### config.mk
export PLATFORM = sky130hd
export DESIGN_NAME = cfgx_xlate
export DESIGN_NICKNAME = d
export VERILOG_FILES = /design/src/rtl/cfgx_pkg.sv /design/src/rtl/cfgx_route.sv /design/src/rtl/cfgx_region.sv /design/src/rtl/cfgx_xlate.sv
export SDC_FILE = /design/constraint.sdc
export NUM_CORES = 1
export LEC_CHECK = 0
export BUFFER_PORTS_ARGS = -buffer_cell sky130_fd_sc_hd__buf_2
export CELL_PAD_IN_SITES_DETAIL_PLACEMENT = 1
export CELL_PAD_IN_SITES_GLOBAL_PLACEMENT = 2
export CORE_ASPECT_RATIO = 0.7
export CORE_MARGIN = 1
export CORE_UTILIZATION = 27
export DETAILED_ROUTE_END_ITERATION = 6
export PLACE_DENSITY = 0.79
export SYNTH_ARGS = -nofsm -noshare
export SYNTH_HDL_FRONTEND = slang
export SYNTH_SLANG_ARGS = --single-unit
### constraint.sdc
create_clock -name clk -period 2.5 [get_ports clk]
set_clock_uncertainty 0.1 [all_clocks]
set_input_delay 0.625 -clock clk [delete_from_list [all_inputs] [get_ports clk]]
set_output_delay 0.625 -clock clk [all_outputs]
set_load 0.005 [all_outputs]
### src/rtl/cfgx_pkg.sv
package cfgx_pkg;

    typedef enum logic [1:0] {
        ST_IDLE  = 2'd0,
        ST_SETUP = 2'd1,
        ST_ISSUE = 2'd2,
        ST_DONE  = 2'd3
    } cfgx_state_e;

    localparam logic [4:0] KIND_TYPE0 = 5'd4;
    localparam logic [4:0] KIND_TYPE1 = 5'd5;

    typedef struct packed {
        logic [7:0] bus;
        logic [4:0] dev;
        logic [2:0] fn;
    } cfgx_bdf_t;

    function automatic logic [31:0] pack_target(input cfgx_bdf_t id);
        return {id.bus, id.dev, id.fn, 16'h0000};
    endfunction

endpackage

### src/rtl/cfgx_route.sv
module cfgx_route
    import cfgx_pkg::*;
#(
    parameter int          OFF_W         = 12,
    parameter logic [31:0] LOCAL_BASE    = 32'h01FF_C000,
    parameter logic [31:0] WIN_BASE      = 32'h01F0_0000,
    parameter int          BUS0_DEV_MAX  = 1,
    parameter int          BUS1_DEV_MAX  = 0,
    parameter int          TYPE1_MIN_BUS = 2
) (
    input  cfgx_bdf_t         id,
    input  logic [OFF_W-1:0]  off,
    output logic              ok,
    output logic [4:0]        kind,
    output logic [31:0]       target,
    output logic              use_target,
    output logic [31:0]       addr
);
    localparam int PAD_W = 32 - OFF_W;

    logic [31:0] off_aligned;

    always_comb begin
        ok = 1'b1;
        if (id.bus == 8'd0 && int'(id.dev) > BUS0_DEV_MAX) ok = 1'b0;
        if (id.bus == 8'd1 && int'(id.dev) > BUS1_DEV_MAX) ok = 1'b0;
    end

    assign kind        = (int'(id.bus) < TYPE1_MIN_BUS) ? KIND_TYPE0 : KIND_TYPE1;
    assign use_target  = (id.bus != 8'd0);
    assign target      = pack_target(id);
    assign off_aligned = {{PAD_W{1'b0}}, off[OFF_W-1:2], 2'b00};
    assign addr        = (use_target ? WIN_BASE : LOCAL_BASE) + off_aligned;

endmodule

### src/rtl/cfgx_region.sv
module cfgx_region (
    input  logic        clk,
    input  logic        rst_n,
    input  logic        load,
    input  logic        load_target,
    input  logic [4:0]  kind_in,
    input  logic [31:0] target_in,
    output logic [31:0] ctrl1,
    output logic [31:0] ctrl2,
    output logic [31:0] target
);
    logic [4:0] kind_q;
    logic       en_q;

    always_ff @(posedge clk or negedge rst_n) begin
        if (!rst_n) begin
            kind_q <= '0;
            en_q   <= 1'b0;
            target <= '0;
        end else if (load) begin
            kind_q <= kind_in;
            en_q   <= 1'b1;
            if (load_target) target <= target_in;
        end
    end

    assign ctrl1 = {27'd0, kind_q};
    assign ctrl2 = {en_q, 31'd0};

    assert_kind_code_R2: assert property (@(posedge clk) disable iff (!rst_n)
        load |=> (ctrl1 == 32'd4 || ctrl1 == 32'd5));

    assert_target_kept_R3: assert property (@(posedge clk) disable iff (!rst_n)
        (load && !load_target) |=> $stable(target));

endmodule

### src/rtl/cfgx_xlate.sv
module cfgx_xlate
    import cfgx_pkg::*;
#(
    parameter int          OFF_W          = 12,
    parameter logic [31:0] LOCAL_BASE     = 32'h01FF_C000,
    parameter logic [31:0] APERTURE_BASE  = 32'h0100_0000,
    parameter logic [31:0] APERTURE_BYTES = 32'h0100_0000,
    parameter logic [31:0] WINDOW_BYTES   = 32'h0010_0000,
    parameter int          BUS0_DEV_MAX   = 1,
    parameter int          BUS1_DEV_MAX   = 0,
    parameter int          TYPE1_MIN_BUS  = 2
) (
    input  logic             clk,
    input  logic             rst_n,
    input  logic             req_valid,
    output logic             req_ready,
    input  logic             req_write,
    input  logic [7:0]       req_bus,
    input  logic [4:0]       req_dev,
    input  logic [2:0]       req_fn,
    input  logic [OFF_W-1:0] req_off,
    input  logic [31:0]      req_wdata,
    output logic             rsp_valid,
    output logic [31:0]      rsp_rdata,
    output logic             dn_valid,
    output logic             dn_write,
    output logic [31:0]      dn_addr,
    output logic [31:0]      dn_wdata,
    input  logic             dn_ack,
    input  logic             dn_err,
    input  logic [31:0]      dn_rdata,
    output logic [31:0]      rgn_ctrl1,
    output logic [31:0]      rgn_ctrl2,
    output logic [31:0]      rgn_target
);
    localparam logic [31:0] WIN_BASE = APERTURE_BASE + APERTURE_BYTES - WINDOW_BYTES;

    cfgx_state_e state, state_nx;

    cfgx_bdf_t   id_in;
    logic        rt_ok, rt_use_tgt;
    logic [4:0]  rt_kind;
    logic [31:0] rt_target, rt_addr;

    logic        accept;
    logic        use_tgt_q, wr_q;
    logic [4:0]  kind_q;
    logic [31:0] target_q, addr_q, wdata_q, rdata_q;
    logic        region_load;

    assign id_in = '{bus: req_bus, dev: req_dev, fn: req_fn};

    cfgx_route #(
        .OFF_W(OFF_W), .LOCAL_BASE(LOCAL_BASE), .WIN_BASE(WIN_BASE),
        .BUS0_DEV_MAX(BUS0_DEV_MAX), .BUS1_DEV_MAX(BUS1_DEV_MAX),
        .TYPE1_MIN_BUS(TYPE1_MIN_BUS)
    ) u_route (
        .id(id_in), .off(req_off), .ok(rt_ok), .kind(rt_kind),
        .target(rt_target), .use_target(rt_use_tgt), .addr(rt_addr)
    );

    cfgx_region u_region (
        .clk(clk), .rst_n(rst_n), .load(region_load), .load_target(use_tgt_q),
        .kind_in(kind_q), .target_in(target_q),
        .ctrl1(rgn_ctrl1), .ctrl2(rgn_ctrl2), .target(rgn_target)
    );

    assign accept = req_valid && (state == ST_IDLE);

    // state register
    always_ff @(posedge clk or negedge rst_n) begin
        if (!rst_n) state <= ST_IDLE;
        else        state <= state_nx;
    end

    // next state
    always_comb begin
        state_nx = state;
        unique case (state)
            ST_IDLE:  if (req_valid) state_nx = rt_ok ? ST_SETUP : ST_DONE;
            ST_SETUP: state_nx = ST_ISSUE;
            ST_ISSUE: if (dn_ack) state_nx = ST_DONE;
            ST_DONE:  state_nx = ST_IDLE;
            default:  state_nx = ST_IDLE;
        endcase
    end

    // captured request and result
    always_ff @(posedge clk or negedge rst_n) begin
        if (!rst_n) begin
            use_tgt_q <= 1'b0;
            wr_q      <= 1'b0;
            kind_q    <= '0;
            target_q  <= '0;
            addr_q    <= '0;
            wdata_q   <= '0;
            rdata_q   <= '1;
        end else begin
            if (accept) begin
                use_tgt_q <= rt_use_tgt;
                wr_q      <= req_write;
                kind_q    <= rt_kind;
                target_q  <= rt_target;
                addr_q    <= rt_addr;
                wdata_q   <= req_wdata;
                rdata_q   <= '1;
            end else if (state == ST_ISSUE && dn_ack && !dn_err && !wr_q) begin
                rdata_q   <= dn_rdata;
            end
        end
    end

    // outputs
    always_comb begin
        req_ready   = 1'b0;
        rsp_valid   = 1'b0;
        dn_valid    = 1'b0;
        region_load = 1'b0;
        unique case (state)
            ST_IDLE:  req_ready   = 1'b1;
            ST_SETUP: region_load = 1'b1;
            ST_ISSUE: dn_valid    = 1'b1;
            ST_DONE:  rsp_valid   = 1'b1;
            default:  ;
        endcase
    end

    assign dn_write  = wr_q;
    assign dn_addr   = addr_q;
    assign dn_wdata  = wdata_q;
    assign rsp_rdata = rdata_q;

    assert_reject_no_beat_R1: assert property (@(posedge clk) disable iff (!rst_n)
        (req_valid && req_ready && !rt_ok) |=> (rsp_valid && !dn_valid && rsp_rdata == 32'hFFFF_FFFF));

    assert_enabled_on_beat_R5: assert property (@(posedge clk) disable iff (!rst_n)
        dn_valid |-> rgn_ctrl2[31]);

    assert_err_all_ones_R6: assert property (@(posedge clk) disable iff (!rst_n)
        (dn_valid && dn_ack && dn_err) |=> (rsp_valid && rsp_rdata == 32'hFFFF_FFFF));

    assert_beat_hold_R8: assert property (@(posedge clk) disable iff (!rst_n)
        (dn_valid && !dn_ack) |=> (dn_valid && $stable(dn_addr) && $stable(dn_wdata) && $stable(dn_write)));

    assert_rsp_single_R8: assert property (@(posedge clk) disable iff (!rst_n)
        rsp_valid |=> !rsp_valid);

    assert_beat_after_setup_R9: assert property (@(posedge clk) disable iff (!rst_n)
        $rose(dn_valid) |-> $past(rgn_ctrl2[31] || region_load));

endmodule

Yosys cells after proc, flatten, opt, wreduce, memory -nomap -nowiden:

Index checks and enable logic that the tools add are counted.

* flip-flop bits (word level): 143
* latch bits: 0
* memory bits (writable): 0
* bits in read-only memories: 0
* bits of input ports: 98
* logic and storage cells: 49
* memories: 0

* add/subtract/negate cells: 1
* multiply operators: 0
* div/mod/pow operators: 0
* $lt $le $gt $ge: 3
* equal/unequal tests: 6
* shift operators: 0
* muxes and demuxes: 14
* bitwise logic cells: 0
* reduce and logical (&&, ||, !) cells: 14

Operators with widths (number)
* $mux 32: 2
* $add 32x12->32: 1
* $mux 20: 1
* $gt 5x1->1 const B: 2
* $eq 8x1->1 const B: 1
* $logic_not 8->1: 1
* $lt 8x2->1 const B: 1
* $pmux 2 s4: 1
* $reduce_bool 8->1: 1
* $mux 1: 7
* $logic_and 1x1->1: 6
* $mux 2: 3
* $eq 2x2->1 const B: 2
* $ne 2x2->1 const B: 2
* $reduce_and 2->1: 2
* $eq 2x1->1 const B: 1
* $logic_not 1->1: 2
* $logic_not 2->1: 1
* $reduce_bool 2->1: 1

Logic depth before layout (Yosys ltp):

Gate-level depths: netlist of run 1.

* word-level depth: 7
* gate-level depth with buffers: 7
* mapped depth without buffers: 5

Cells and area by module:

Synthesis of run 1 repeated with hierarchy kept, for this count alone.

* cell total of the unflattened synthesis: 592
* area total of the unflattened synthesis: 7942.6 um2

By module, submodules not included
* cfgx_xlate: times used 1, cells an instance 374, area each 5352.6 um2, sequential area each 3468.3 um2
* cfgx_region: times used 1, cells an instance 141, area each 2024.4 um2, sequential area each 950.9 um2
* cfgx_route: times used 1, cells an instance 77, area each 565.5 um2, sequential area each 0.0 um2

Worst setup path after synthesis of run 1:

No wires, ideal clock.

* path type: reg-to-reg
* from: reg state[0]
* to: reg rdata_q[10] (netlist: rsp_rdata[10])
* setup time: 0.080 ns
* data arrival time: 1.747 ns
* required time: 2.320 ns
* slack: 0.573 ns
* cell stages (with the launch flop): 8
* cells stage by stage: dfrtp_1 inv_1 ha_1 and2_4 or4_1 buf_2 buf_6 o22a_1

* cells in the longest elaborated chain, start to end: 5

Ends and longest elaborated chain
* start: declaration: RTL line cfgx_xlate.sv:38 `cfgx_state_e state, state_nx;`
* start signal: assignment: RTL line cfgx_xlate.sv:73 `else state <= state_nx;`
* $eq 2x2->1: RTL line cfgx_xlate.sv:107 `end else if (state == ST_ISSUE && dn_ack && !dn_err && !wr_q) begin`
* $logic_and 1x1->1 (3 in a row): RTL line cfgx_xlate.sv:107
* $reduce_bool 2->1 (no source line)
* end signal: assignment: RTL line cfgx_xlate.sv:108 `rdata_q <= dn_rdata;`
* end: declaration: RTL line cfgx_xlate.sv:48 `logic [31:0] target_q, addr_q, wdata_q, rdata_q;`

Several ways; a longest one is shown, not always the timed one.
A chain may end at the register's enable or synchronous reset.

Final worst setup path of run 1:

* from: reg state[0]
* to: reg rdata_q[29] (netlist: rsp_rdata[29])

The elaborated chain is that of the path after synthesis.

==> results of run 1 <==
-- worst reg2reg max path, cell delays in order (launching register included) --
cell,delay (ns)
sky130_fd_sc_hd__dfrtp_1,0.40
sky130_fd_sc_hd__inv_1,0.08
sky130_fd_sc_hd__ha_1,0.27
sky130_fd_sc_hd__and2_4,0.18
sky130_fd_sc_hd__or4_1,0.48
sky130_fd_sc_hd__buf_4,0.26
sky130_fd_sc_hd__o22a_1,0.24
-- registers in the layout, summed over array words and instances, names as in the netlist --
name / count
dn_wdata: 32
rsp_rdata: 32
target_q: 16
u_region.target: 16
dn_addr: 12
state: 2
u_region.kind_q: 2
dn_write: 1
kind_q: 1
u_region.en_q: 1
use_tgt_q: 1
-- per-layer routing --
| metal | wire length, um | GRT usage | vias to the layer above |
|---|---|---|---|
| li1 | - | - | 1511 |
| met1 | 5160 | 0.154 | 1645 |
| met2 | 5810 | 0.200 | 138 |
| met3 | 914 | 0.0501 | 8 |
| met4 | 127 | 0.0451 | 0 |
| met5 | 0 | 0 | - |
-- cell usage after synthesis (2+ instances only) --
master / count
sky130_fd_sc_hd__nand2_1: 5
sky130_fd_sc_hd__buf_4: 99
sky130_fd_sc_hd__or4_1: 2
sky130_fd_sc_hd__mux2_2: 77
sky130_fd_sc_hd__dfrtp_1: 84
sky130_fd_sc_hd__ha_1: 4
sky130_fd_sc_hd__buf_2: 9
sky130_fd_sc_hd__nor2_1: 2
sky130_fd_sc_hd__nor4_1: 2
sky130_fd_sc_hd__clkbuf_1: 2
sky130_fd_sc_hd__o22a_1: 34
sky130_fd_sc_hd__inv_1: 3
sky130_fd_sc_hd__dfstp_2: 32
sky130_fd_sc_hd__buf_6: 3
-- kinds of logic after synthesis --
group                      Yosys count  synth area share
and+or+nand+nor                     16            0.0178
buffers and inverters              116             0.163
DFF                                116             0.572
adders and majority gates            4           0.00973
AOI/OAI and AO/OA                   41            0.0676
other                                1          0.000729
muxes                               77             0.169
-- cell type report --
| cell class | instances | area [sq um] | area share |
|---|---|---|---|
| Clock buffer | 24 | 514 | 0.0778 |
| Inverter | 3 | 11.3 | 0.00170 |
| Multi-Input combinational cell | 226 | 1700 | 0.257 |
| Tap cell | 236 | 295 | 0.0447 |
| Clock inverter | 8 | 46.3 | 0.00701 |
| Sequential cell | 116 | 2940 | 0.445 |
| Timing Repair Buffer | 210 | 1100 | 0.166 |
-- power by group through the flow --
| stage | clock network, mW | registers [mW] | logic (mW) |
|---|---|---|---|
| 3_3_place_gp | 0 | 3.43 | 2.63 |
| 2_1_floorplan | 0 | 3.50 | 1.51 |
| 5_1_grt | 2.46 | 3.58 | 2.93 |
| 6_report | 2.27 | 3.45 | 2.67 |
| 4_1_cts | 2.37 | 3.47 | 2.73 |
| 3_5_place_dp | 0 | 3.49 | 2.73 |
-- worst paths after layout --
check                         startpoint       endpoint  slack [ns]
max                             state[0]  rsp_rdata[29]        0.41
min                                rst_n  u_region.en_q        0.23
max reg2reg                     state[0]  rsp_rdata[29]        0.41
min reg2reg                u_region.en_q  u_region.en_q        0.37
max in group asynchronous          rst_n    dn_wdata[2]        1.63
min in group clk             dn_rdata[2]   rsp_rdata[2]        0.34
==> reports/metrics.json, run 1 <==
{
  "power": {
    "power_density_mw_per_mm2": 1270,
    "power.sequential.fraction": 0.411,
    "power.combinational.fraction": 0.318,
    "power_frac_clock": 0.271,
    "internal_power_mw": 5.96,
    "static-leakage-power_nw": 3.15,
    "total_switching_power_mw": 2.43,
    "vdd.ir_drop.worst_mv": 0.475,
    "swShare": 0.289,
    "total_power_mw": 8.38
  },
  "final_layout": {
    "layout.cells.non_filler": 823,
    "postLayoutCellArea_sq_mm": 0.00661,
    "antenna_cells": 0,
    "mostFrequentLayoutCell": "sky130_fd_sc_hd__buf_2",
    "fin_util": 0.361,
    "finalNetCount": 676,
    "filler_cell_count": 2056,
    "area_growth_syn_to_layout_pct": 28.4,
    "most-common-layout-cells": "sky130_fd_sc_hd__buf_2, sky130_fd_sc_hd__conb_1, sky130_fd_sc_hd__dfrtp_1",
    "final_layout_size_suffix_gt1_frac": 0.600
  },
  "yosys": {
    "postSynthRegisterBits": 116,
    "synth-main-ff-cell": "sky130_fd_sc_hd__dfrtp_1",
    "synth.top_cell.area_share": 0.409,
    "instance_count_of_the_mapped_netlist": 371,
    "cell_taking_the_most_area_after_synthesis": "sky130_fd_sc_hd__dfrtp_1",
    "synth.cell_area_sq_mm": 0.00514,
    "yosysSeqAreaShare": 0.572,
    "synthesis.yosys.warnings": 0,
    "synth_cell_types": 27,
    "most_area_consuming_cells_after_synthesis": "sky130_fd_sc_hd__dfrtp_1, sky130_fd_sc_hd__mux2_2, sky130_fd_sc_hd__dfstp_2",
    "synth-async-reset-ratio": 1.00,
    "synth-edff-count": 0,
    "syn_avg_cell_area_sq_um": 13.9
  },
  "clocking": {
    "clock_tree.buffer_depth": 2,
    "cts.repair_timing.setup_buffer_count": 0,
    "clk_root_buffer_cell": "sky130_fd_sc_hd__clkbuf_16",
    "cts-buffers-inserted": 17,
    "post_cts.resized_instances": 0,
    "worst_skew_pair.late_latency_ns": 0.40,
    "hold_buffers": 0,
    "cts.sink_count": 116,
    "cts_tree": "yes",
    "cts.reportedPaths.clkPinSlew_ns": 0.05,
    "cts.htree.levels": 4
  },
  "drt": {
    "wire_per_inst_um": 14.6,
    "drcViolationCount": 0,
    "drt_pass1_iterations": 4,
    "via_count": 3302,
    "initialDrtViolationCount": 114,
    "route.detailed.vias_per_inst": 4.01,
    "ant_nets": 0,
    "routed_wl_um": 12000
  },
  "die": {
    "io_pins": 294,
    "start_util": 0.281,
    "die-height_um": 117,
    "num_rows": 41,
    "core_area_sq_mm": 0.0183,
    "die-area_sq_mm": 0.0196,
    "fp.dieW_um": 167
  },
  "global_route": {
    "grt_util_all_layers": 0.126,
    "maximum_number_of_pins_on_one_net_before_global_route_repair": 117,
    "globalRouteOverflowTotal": 0,
    "via_count_of_the_first_global_routing_pass": 3451,
    "grt_first_pass_wirelength_um": 19200,
    "antenna_found_initial": 0
  },
  "worst_setup_path": {
    "critical_path_class": "register to register",
    "critical_path_arrival_ns": 2.31,
    "timing.critical_path.required_ns": 2.72,
    "setup.worst_path.end_class": "register",
    "sort_of_element_at_the_start_of_the_critical_path": "register",
    "crit_chain": "inv_1 > ha_1 > and2_4 > or4_1 > buf_4 > o22a_1",
    "critical_path_depth": 6,
    "cp_delay_by_family_top": "simple AND/OR/NAND/NOR gates",
    "highest_cell_delay_on_the_worst_timing_path_ns": 0.48,
    "cp_num_buf_inv": 2,
    "crit_slowest_cell": "sky130_fd_sc_hd__or4_1",
    "worst_r2r_path_depth": 6,
    "worstPathMaxFanout": 32
  },
  "sta": {
    "setup_repair_after_global_routing_missed_its_margin": "false",
    "slew_viol_final": 0,
    "timing.final.hold_violations": 0,
    "period_share": 0.836,
    "worst-slew-pin-transition_ns": 0.622,
    "fmax_mhz": 479,
    "hold-worst-slack_ns": 0.230,
    "fin_crit_ns": 2.09,
    "setup_viol_count_final": 0,
    "final_critical_path_setup_slack_ns": 0.410,
    "worst_slew_margin_rel": 0.585,
    "setup_tns_ns": 0
  },
  "place": {
    "place_worst_setup_slack_ns": 0.399,
    "post-place-cells": 791,
    "place.port_buffers": 203,
    "post-dp-hpwl_um": 8760,
    "placed_area_sq_mm": 0.00605,
    "gp_routability_congestion": 0.742
  },
  "worst_hold_path": {
    "timing.hold.worst.class": "primary input to asynchronous set/reset pin"
  },
  "status": {
    "outcome": "completed"
  },
  "flow_run": {
    "cap_viol_max_count": 0
  }
}
Power figures use the tool's default switching activity.
==> inputs of run 2 (changes only) <==
==> constraint.sdc (replaced) <==
create_clock -name clk -period 2 [get_ports clk]
set_clock_uncertainty 0.1 [all_clocks]
set_input_delay 0.5 -clock clk [delete_from_list [all_inputs] [get_ports clk]]
set_output_delay 0.5 -clock clk [all_outputs]
set_load 0.005 [all_outputs]
==> reports/metrics.json, run 2 (synthesis gave the netlist of run 1 again) <==
{
  "status": {
    "outcome": "completed"
  },
  "global_route": {
    "grt_util_all_layers": 0.133,
    "via_count_of_the_first_global_routing_pass": 3576,
    "antenna_found_initial": 0,
    "globalRouteOverflowTotal": 0,
    "maximum_number_of_pins_on_one_net_before_global_route_repair": 59,
    "grt_first_pass_wirelength_um": 20100
  },
  "drt": {
    "ant_nets": 0,
    "drcViolationCount": 0,
    "via_count": 3395,
    "routed_wl_um": 12500,
    "drt_pass1_iterations": 4,
    "initialDrtViolationCount": 148,
    "wire_per_inst_um": 15.1,
    "route.detailed.vias_per_inst": 4.09
  },
  "worst_setup_path": {
    "cp_delay_by_family_top": "flip-flops",
    "critical_path_arrival_ns": 1.33,
    "cp_num_buf_inv": 3,
    "setup.worst_path.end_class": "primary output",
    "worst_r2r_path_depth": 6,
    "crit_slowest_cell": "sky130_fd_sc_hd__dfrtp_1",
    "crit_chain": "inv_1 > ha_2 > buf_4 > buf_2",
    "critical_path_class": "register to primary output",
    "rr_endpoint": "rsp_rdata[1]",
    "sort_of_element_at_the_start_of_the_critical_path": "register",
    "worstPathMaxFanout": 4,
    "highest_cell_delay_on_the_worst_timing_path_ns": 0.40,
    "regToRegSetupSlack_ns": 0.09,
    "timing.critical_path.required_ns": 1.40,
    "timing.rr.start": "state[1]",
    "worstSetupStartpoint": "state[1]"
  },
  "die": {
    "fp.dieW_um": 167,
    "start_util": 0.281,
    "num_rows": 41,
    "io_pins": 294,
    "die-area_sq_mm": 0.0196,
    "die-height_um": 117,
    "core_area_sq_mm": 0.0183
  },
  "sta": {
    "fin_crit_ns": 1.93,
    "period_share": 0.964,
    "setup_repair_after_global_routing_missed_its_margin": "true",
    "fmax_mhz": 519,
    "setup_tns_ns": 0,
    "worst-slew-pin-transition_ns": 0.757,
    "timing.final.hold_violations": 0,
    "slew_viol_final": 0,
    "worst_slew_margin_rel": 0.495,
    "setup_viol_count_final": 0
  },
  "place": {
    "place.port_buffers": 203,
    "post-place-cells": 795,
    "post-dp-hpwl_um": 9310,
    "placed_area_sq_mm": 0.00611,
    "gp_routability_congestion": 0.745
  },
  "worst_hold_path": {
    "holdCritStartpoint": "dn_rdata[2]",
    "whs_path_depth": 2,
    "timing.hold.worst.class": "primary input to register",
    "timing.hold.worst_endpoint": "rsp_rdata[2]"
  },
  "power": {
    "power_frac_clock": 0.279,
    "swShare": 0.288,
    "power_density_mw_per_mm2": 1610,
    "static-leakage-power_nw": 3.22,
    "total_switching_power_mw": 3.14,
    "power.combinational.fraction": 0.323,
    "internal_power_mw": 7.78,
    "power.sequential.fraction": 0.398,
    "vdd.ir_drop.worst_mv": 0.627
  },
  "final_layout": {
    "mostFrequentLayoutCell": "sky130_fd_sc_hd__buf_2",
    "final_layout_size_suffix_gt1_frac": 0.610,
    "most-common-layout-cells": "sky130_fd_sc_hd__buf_2, sky130_fd_sc_hd__conb_1, sky130_fd_sc_hd__dfrtp_1",
    "antenna_cells": 0,
    "finalNetCount": 684,
    "filler_cell_count": 2017,
    "layout.cells.non_filler": 831,
    "multi_input_area_sq_mm": 0.00173,
    "layout.area.seq_sq_mm": 0.00294,
    "postLayoutCellArea_sq_mm": 0.00678,
    "area_growth_syn_to_layout_pct": 31.8
  },
  "clocking": {
    "cts.sink_count": 116,
    "worst_skew_pair.late_latency_ns": 0.40,
    "cts-buffers-inserted": 17,
    "clock_tree.buffer_depth": 2,
    "cts_tree": "yes",
    "cts.reportedPaths.clkPinSlew_ns": 0.05,
    "clk_root_buffer_cell": "sky130_fd_sc_hd__clkbuf_16",
    "cts.htree.levels": 4
  },
  "flow_run": {
    "cap_viol_max_count": 0
  }
}
run 2: changes by cell type in the layout (fill, tap and decap cells not counted), moves of 2 or more:
cell and change:
sky130_fd_sc_hd__buf_12 +4, sky130_fd_sc_hd__bufinv_16 +3, sky130_fd_sc_hd__clkbuf_16 -2, sky130_fd_sc_hd__clkbuf_1 -2, sky130_fd_sc_hd__clkinv_4 +3, sky130_fd_sc_hd__buf_4 +2
run 2: worst max-delay path by stage:
stage | end | depth (start not counted) | slack [ns]
2_1_floorplan | rsp_rdata[10] | 7 | 0.07
3_3_place_gp | rsp_rdata[14] | 5 | -0.08
3_5_place_dp | rsp_rdata[1] | 5 | -0.17
4_1_cts | req_ready | 4 | 0.01
5_1_grt | req_ready | 4 | -0.009
6_report | req_ready | 4 | 0.07
run 2: metal layers:
metal,global-route usage,routed length [um],vias to the layer above
met5,0,0,-
met4,0.0434,108,0
met2,0.211,5960,147
met3,0.0558,947,12
li1,-,-,1531
met1,0.163,5500,1705
run 2: what timing repair did:
action,CTS,global route
hold buffers,1,0
buffers inserted,1,1
pin swaps,0,1
cloned,1,0
gates resized for setup,1,2
hold endpoints to repair,3,0
setup endpoints to repair,33,23
run 2: stage by stage:
stage	setup slack (ns)	power, mW	hold slack [ns]	util
after global placement	-0.0779	7.66	0.364	0.334
after global routing	-0.00943	11.7	0.183	0.370
after floorplan	0.0734	6.26	0.104	-
after detailed placement	-0.168	7.87	0.374	0.334
after CTS	0.0129	11.1	0.179	0.369
final	0.0725	10.9	0.205	0.370
run 2: worst register-to-register path, cell delays in order (launching register included):
cell and delay, ns:
sky130_fd_sc_hd__dfrtp_1 0.37, sky130_fd_sc_hd__inv_1 0.07, sky130_fd_sc_hd__ha_2 0.19, sky130_fd_sc_hd__and2_4 0.14, sky130_fd_sc_hd__or4_1 0.53, sky130_fd_sc_hd__buf_12 0.20
sky130_fd_sc_hd__o22a_1 0.21
run 2: area by class of cell:
cell class                      count  share of cell area
Inverter                            3             0.00166
Clock inverter                     13              0.0234
Clock buffer                       19              0.0653
Sequential cell                   116               0.434
Multi-Input combinational cell    227               0.255
Tap cell                          236              0.0436
Timing Repair Buffer              217               0.177
run 2: power groups by stage:
| stage | logic [mW] | clock network, mW | registers, mW |
|---|---|---|---|
| floorplan | 1.88 | 0 | 4.37 |
| global placement | 3.37 | 0 | 4.29 |
| detailed placement | 3.50 | 0 | 4.38 |
| CTS | 3.55 | 3.16 | 4.37 |
| global route | 3.86 | 3.30 | 4.52 |
| finish | 3.52 | 3.05 | 4.35 |
==> inputs of run 3 (changes only) <==
--- a/config.mk
+++ b/config.mk
@@ -12,7 +12,8 @@
 export CORE_MARGIN = 1
 export CORE_UTILIZATION = 27
 export DETAILED_ROUTE_END_ITERATION = 6
-export PLACE_DENSITY = 0.79
+export PLACE_DENSITY_LB_ADDON = 0.05
+export SETUP_SLACK_MARGIN = 0.1
 export SYNTH_ARGS = -nofsm -noshare
 export SYNTH_HDL_FRONTEND = slang
 export SYNTH_SLANG_ARGS = --single-unit
==> reports/metrics.json, run 3 (synthesis gave the netlist of run 1 again) <==
{
  "clocking": {
    "cts-buffers-inserted": 17,
    "cts_tree": "yes",
    "cts.repair_timing.setup_buffer_count": 0,
    "clk_root_buffer_cell": "sky130_fd_sc_hd__clkbuf_16",
    "hold_buffers": 0,
    "worst_skew_pair.late_latency_ns": 0.40,
    "cts.sink_count": 116,
    "clock_tree.buffer_depth": 2,
    "cts.htree.levels": 4,
    "cts.reportedPaths.clkPinSlew_ns": 0.05
  },
  "die": {
    "num_rows": 41,
    "start_util": 0.281,
    "core_area_sq_mm": 0.0183,
    "io_pins": 294,
    "die-area_sq_mm": 0.0196,
    "die-height_um": 117,
    "fp.dieW_um": 167
  },
  "place": {
    "gp_routability_congestion": 0.697,
    "place.port_buffers": 203,
    "post-dp-hpwl_um": 9440,
    "placed_area_sq_mm": 0.00614,
    "post-place-cells": 797
  },
  "drt": {
    "initialDrtViolationCount": 100,
    "ant_nets": 0,
    "wire_per_inst_um": 15.2,
    "route.detailed.vias_per_inst": 4.00,
    "via_count": 3312,
    "drt_pass1_iterations": 4,
    "drcViolationCount": 0,
    "routed_wl_um": 12600
  },
  "global_route": {
    "globalRouteOverflowTotal": 0,
    "grt_util_all_layers": 0.133,
    "via_count_of_the_first_global_routing_pass": 3397,
    "maximum_number_of_pins_on_one_net_before_global_route_repair": 45,
    "antenna_found_initial": 1,
    "grt_first_pass_wirelength_um": 19800
  },
  "worst_setup_path": {
    "highest_cell_delay_on_the_worst_timing_path_ns": 0.38,
    "worst_setup_ep": "req_ready",
    "critical_path_depth": 4,
    "regToRegSetupSlack_ns": 0.22,
    "sort_of_element_at_the_start_of_the_critical_path": "register",
    "crit_chain": "inv_2 > ha_4 > buf_4 > buf_2",
    "cp_delay_by_family_top": "flip-flops",
    "worst_r2r_path_depth": 5,
    "timing.rr.start": "state[1]",
    "setup.worst_path.end_class": "primary output",
    "critical_path_arrival_ns": 1.26,
    "cp_num_buf_inv": 3,
    "timing.critical_path.required_ns": 1.40,
    "worstSetupStartpoint": "state[1]",
    "rr_endpoint": "state[1]",
    "worstPathMaxFanout": 5,
    "crit_slowest_cell": "sky130_fd_sc_hd__dfrtp_1",
    "critical_path_class": "register to primary output"
  },
  "sta": {
    "fin_crit_ns": 1.86,
    "setup_tns_ns": 0,
    "slew_viol_final": 0,
    "setup_viol_count_final": 0,
    "fmax_mhz": 538,
    "setup_repair_after_global_routing_missed_its_margin": "true",
    "timing.final.hold_violations": 0,
    "period_share": 0.929
  },
  "worst_hold_path": {
    "holdCritStartpoint": "dn_rdata[9]",
    "timing.hold.worst.class": "primary input to register"
  },
  "final_layout": {
    "final_layout_size_suffix_gt1_frac": 0.610,
    "most-common-layout-cells": "sky130_fd_sc_hd__buf_2, sky130_fd_sc_hd__conb_1, sky130_fd_sc_hd__dfrtp_1",
    "mostFrequentLayoutCell": "sky130_fd_sc_hd__buf_2",
    "postLayoutCellArea_sq_mm": 0.00675,
    "layout.cells.non_filler": 829,
    "area_growth_syn_to_layout_pct": 31.1,
    "antenna_cells": 0,
    "finalNetCount": 682
  },
  "power": {
    "vdd.ir_drop.worst_mv": 0.494,
    "power_density_mw_per_mm2": 1610,
    "static-leakage-power_nw": 3.21,
    "total_power_mw": 10.8
  },
  "status": {
    "outcome": "completed"
  },
  "flow_run": {
    "cap_viol_max_count": 0
  }
}
-- run 3: cell count changes in the layout (fill, tap and decap cells not counted), moves of 2 or more --
| cell | change |
|---|---|
| sky130_fd_sc_hd__clkinv_4 | -2 |
| sky130_fd_sc_hd__inv_2 | +2 |
| sky130_fd_sc_hd__inv_1 | -2 |
| sky130_fd_sc_hd__clkbuf_1 | +3 |
| sky130_fd_sc_hd__clkinvlp_4 | -2 |
-- run 3: layout make-up --
type,instances,area (sq um)
Inverter,3,11.3
Timing Repair Buffer,216,1190
Fill cell,2031,11600
Sequential cell,116,2940
Clock buffer,22,454
Tap cell,236,295
Clock inverter,10,131
Multi-Input combinational cell,226,1720
-- run 3: metrics by stage --
stage / utilization / setup WS, ns / hold slack (ns)
floorplan: - / 0.133 / 0.104
global placement: 0.335 / 0.0655 / 0.349
detailed placement: 0.335 / 0.0873 / 0.366
CTS: 0.368 / 0.0671 / 0.181
global route: 0.368 / 0.0797 / 0.185
finish: 0.368 / 0.143 / 0.205
-- run 3: power breakdown --
group,switching [mW],internal [mW],total [mW],leakage (nW)
Combinational,1.50,2.06,3.56,1.60
Sequential,0.538,3.73,4.27,1.32
Clock,1.03,1.98,3.01,0.288
-- run 3: worst min-delay path by stage --
stage,cells past startpoint,slack [ns],end
6_report,2,0.20,rsp_rdata[9]
5_1_grt,2,0.19,rsp_rdata[9]
4_1_cts,2,0.18,rsp_rdata[0]
3_5_place_dp,1,0.37,u_region.en_q
3_3_place_gp,1,0.35,u_region.en_q
2_1_floorplan,0,0.10,dn_addr[10]
-- run 3: routing by layer --
metal / vias to the layer above / track usage / wire [um]
met3: 14 / 0.0531 / 1060
met1: 1610 / 0.170 / 5530
li1: 1519 / - / -
met4: 2 / 0.0434 / 134
met5: - / 0 / 8
met2: 167 / 0.202 / 5830
-- run 3: repair_timing --
| action | CTS | global route |
|---|---|---|
| setup endpoints to repair | 2 | 20 |
| gates resized for setup | 3 | 2 |
| pin swaps | 1 | 0 |
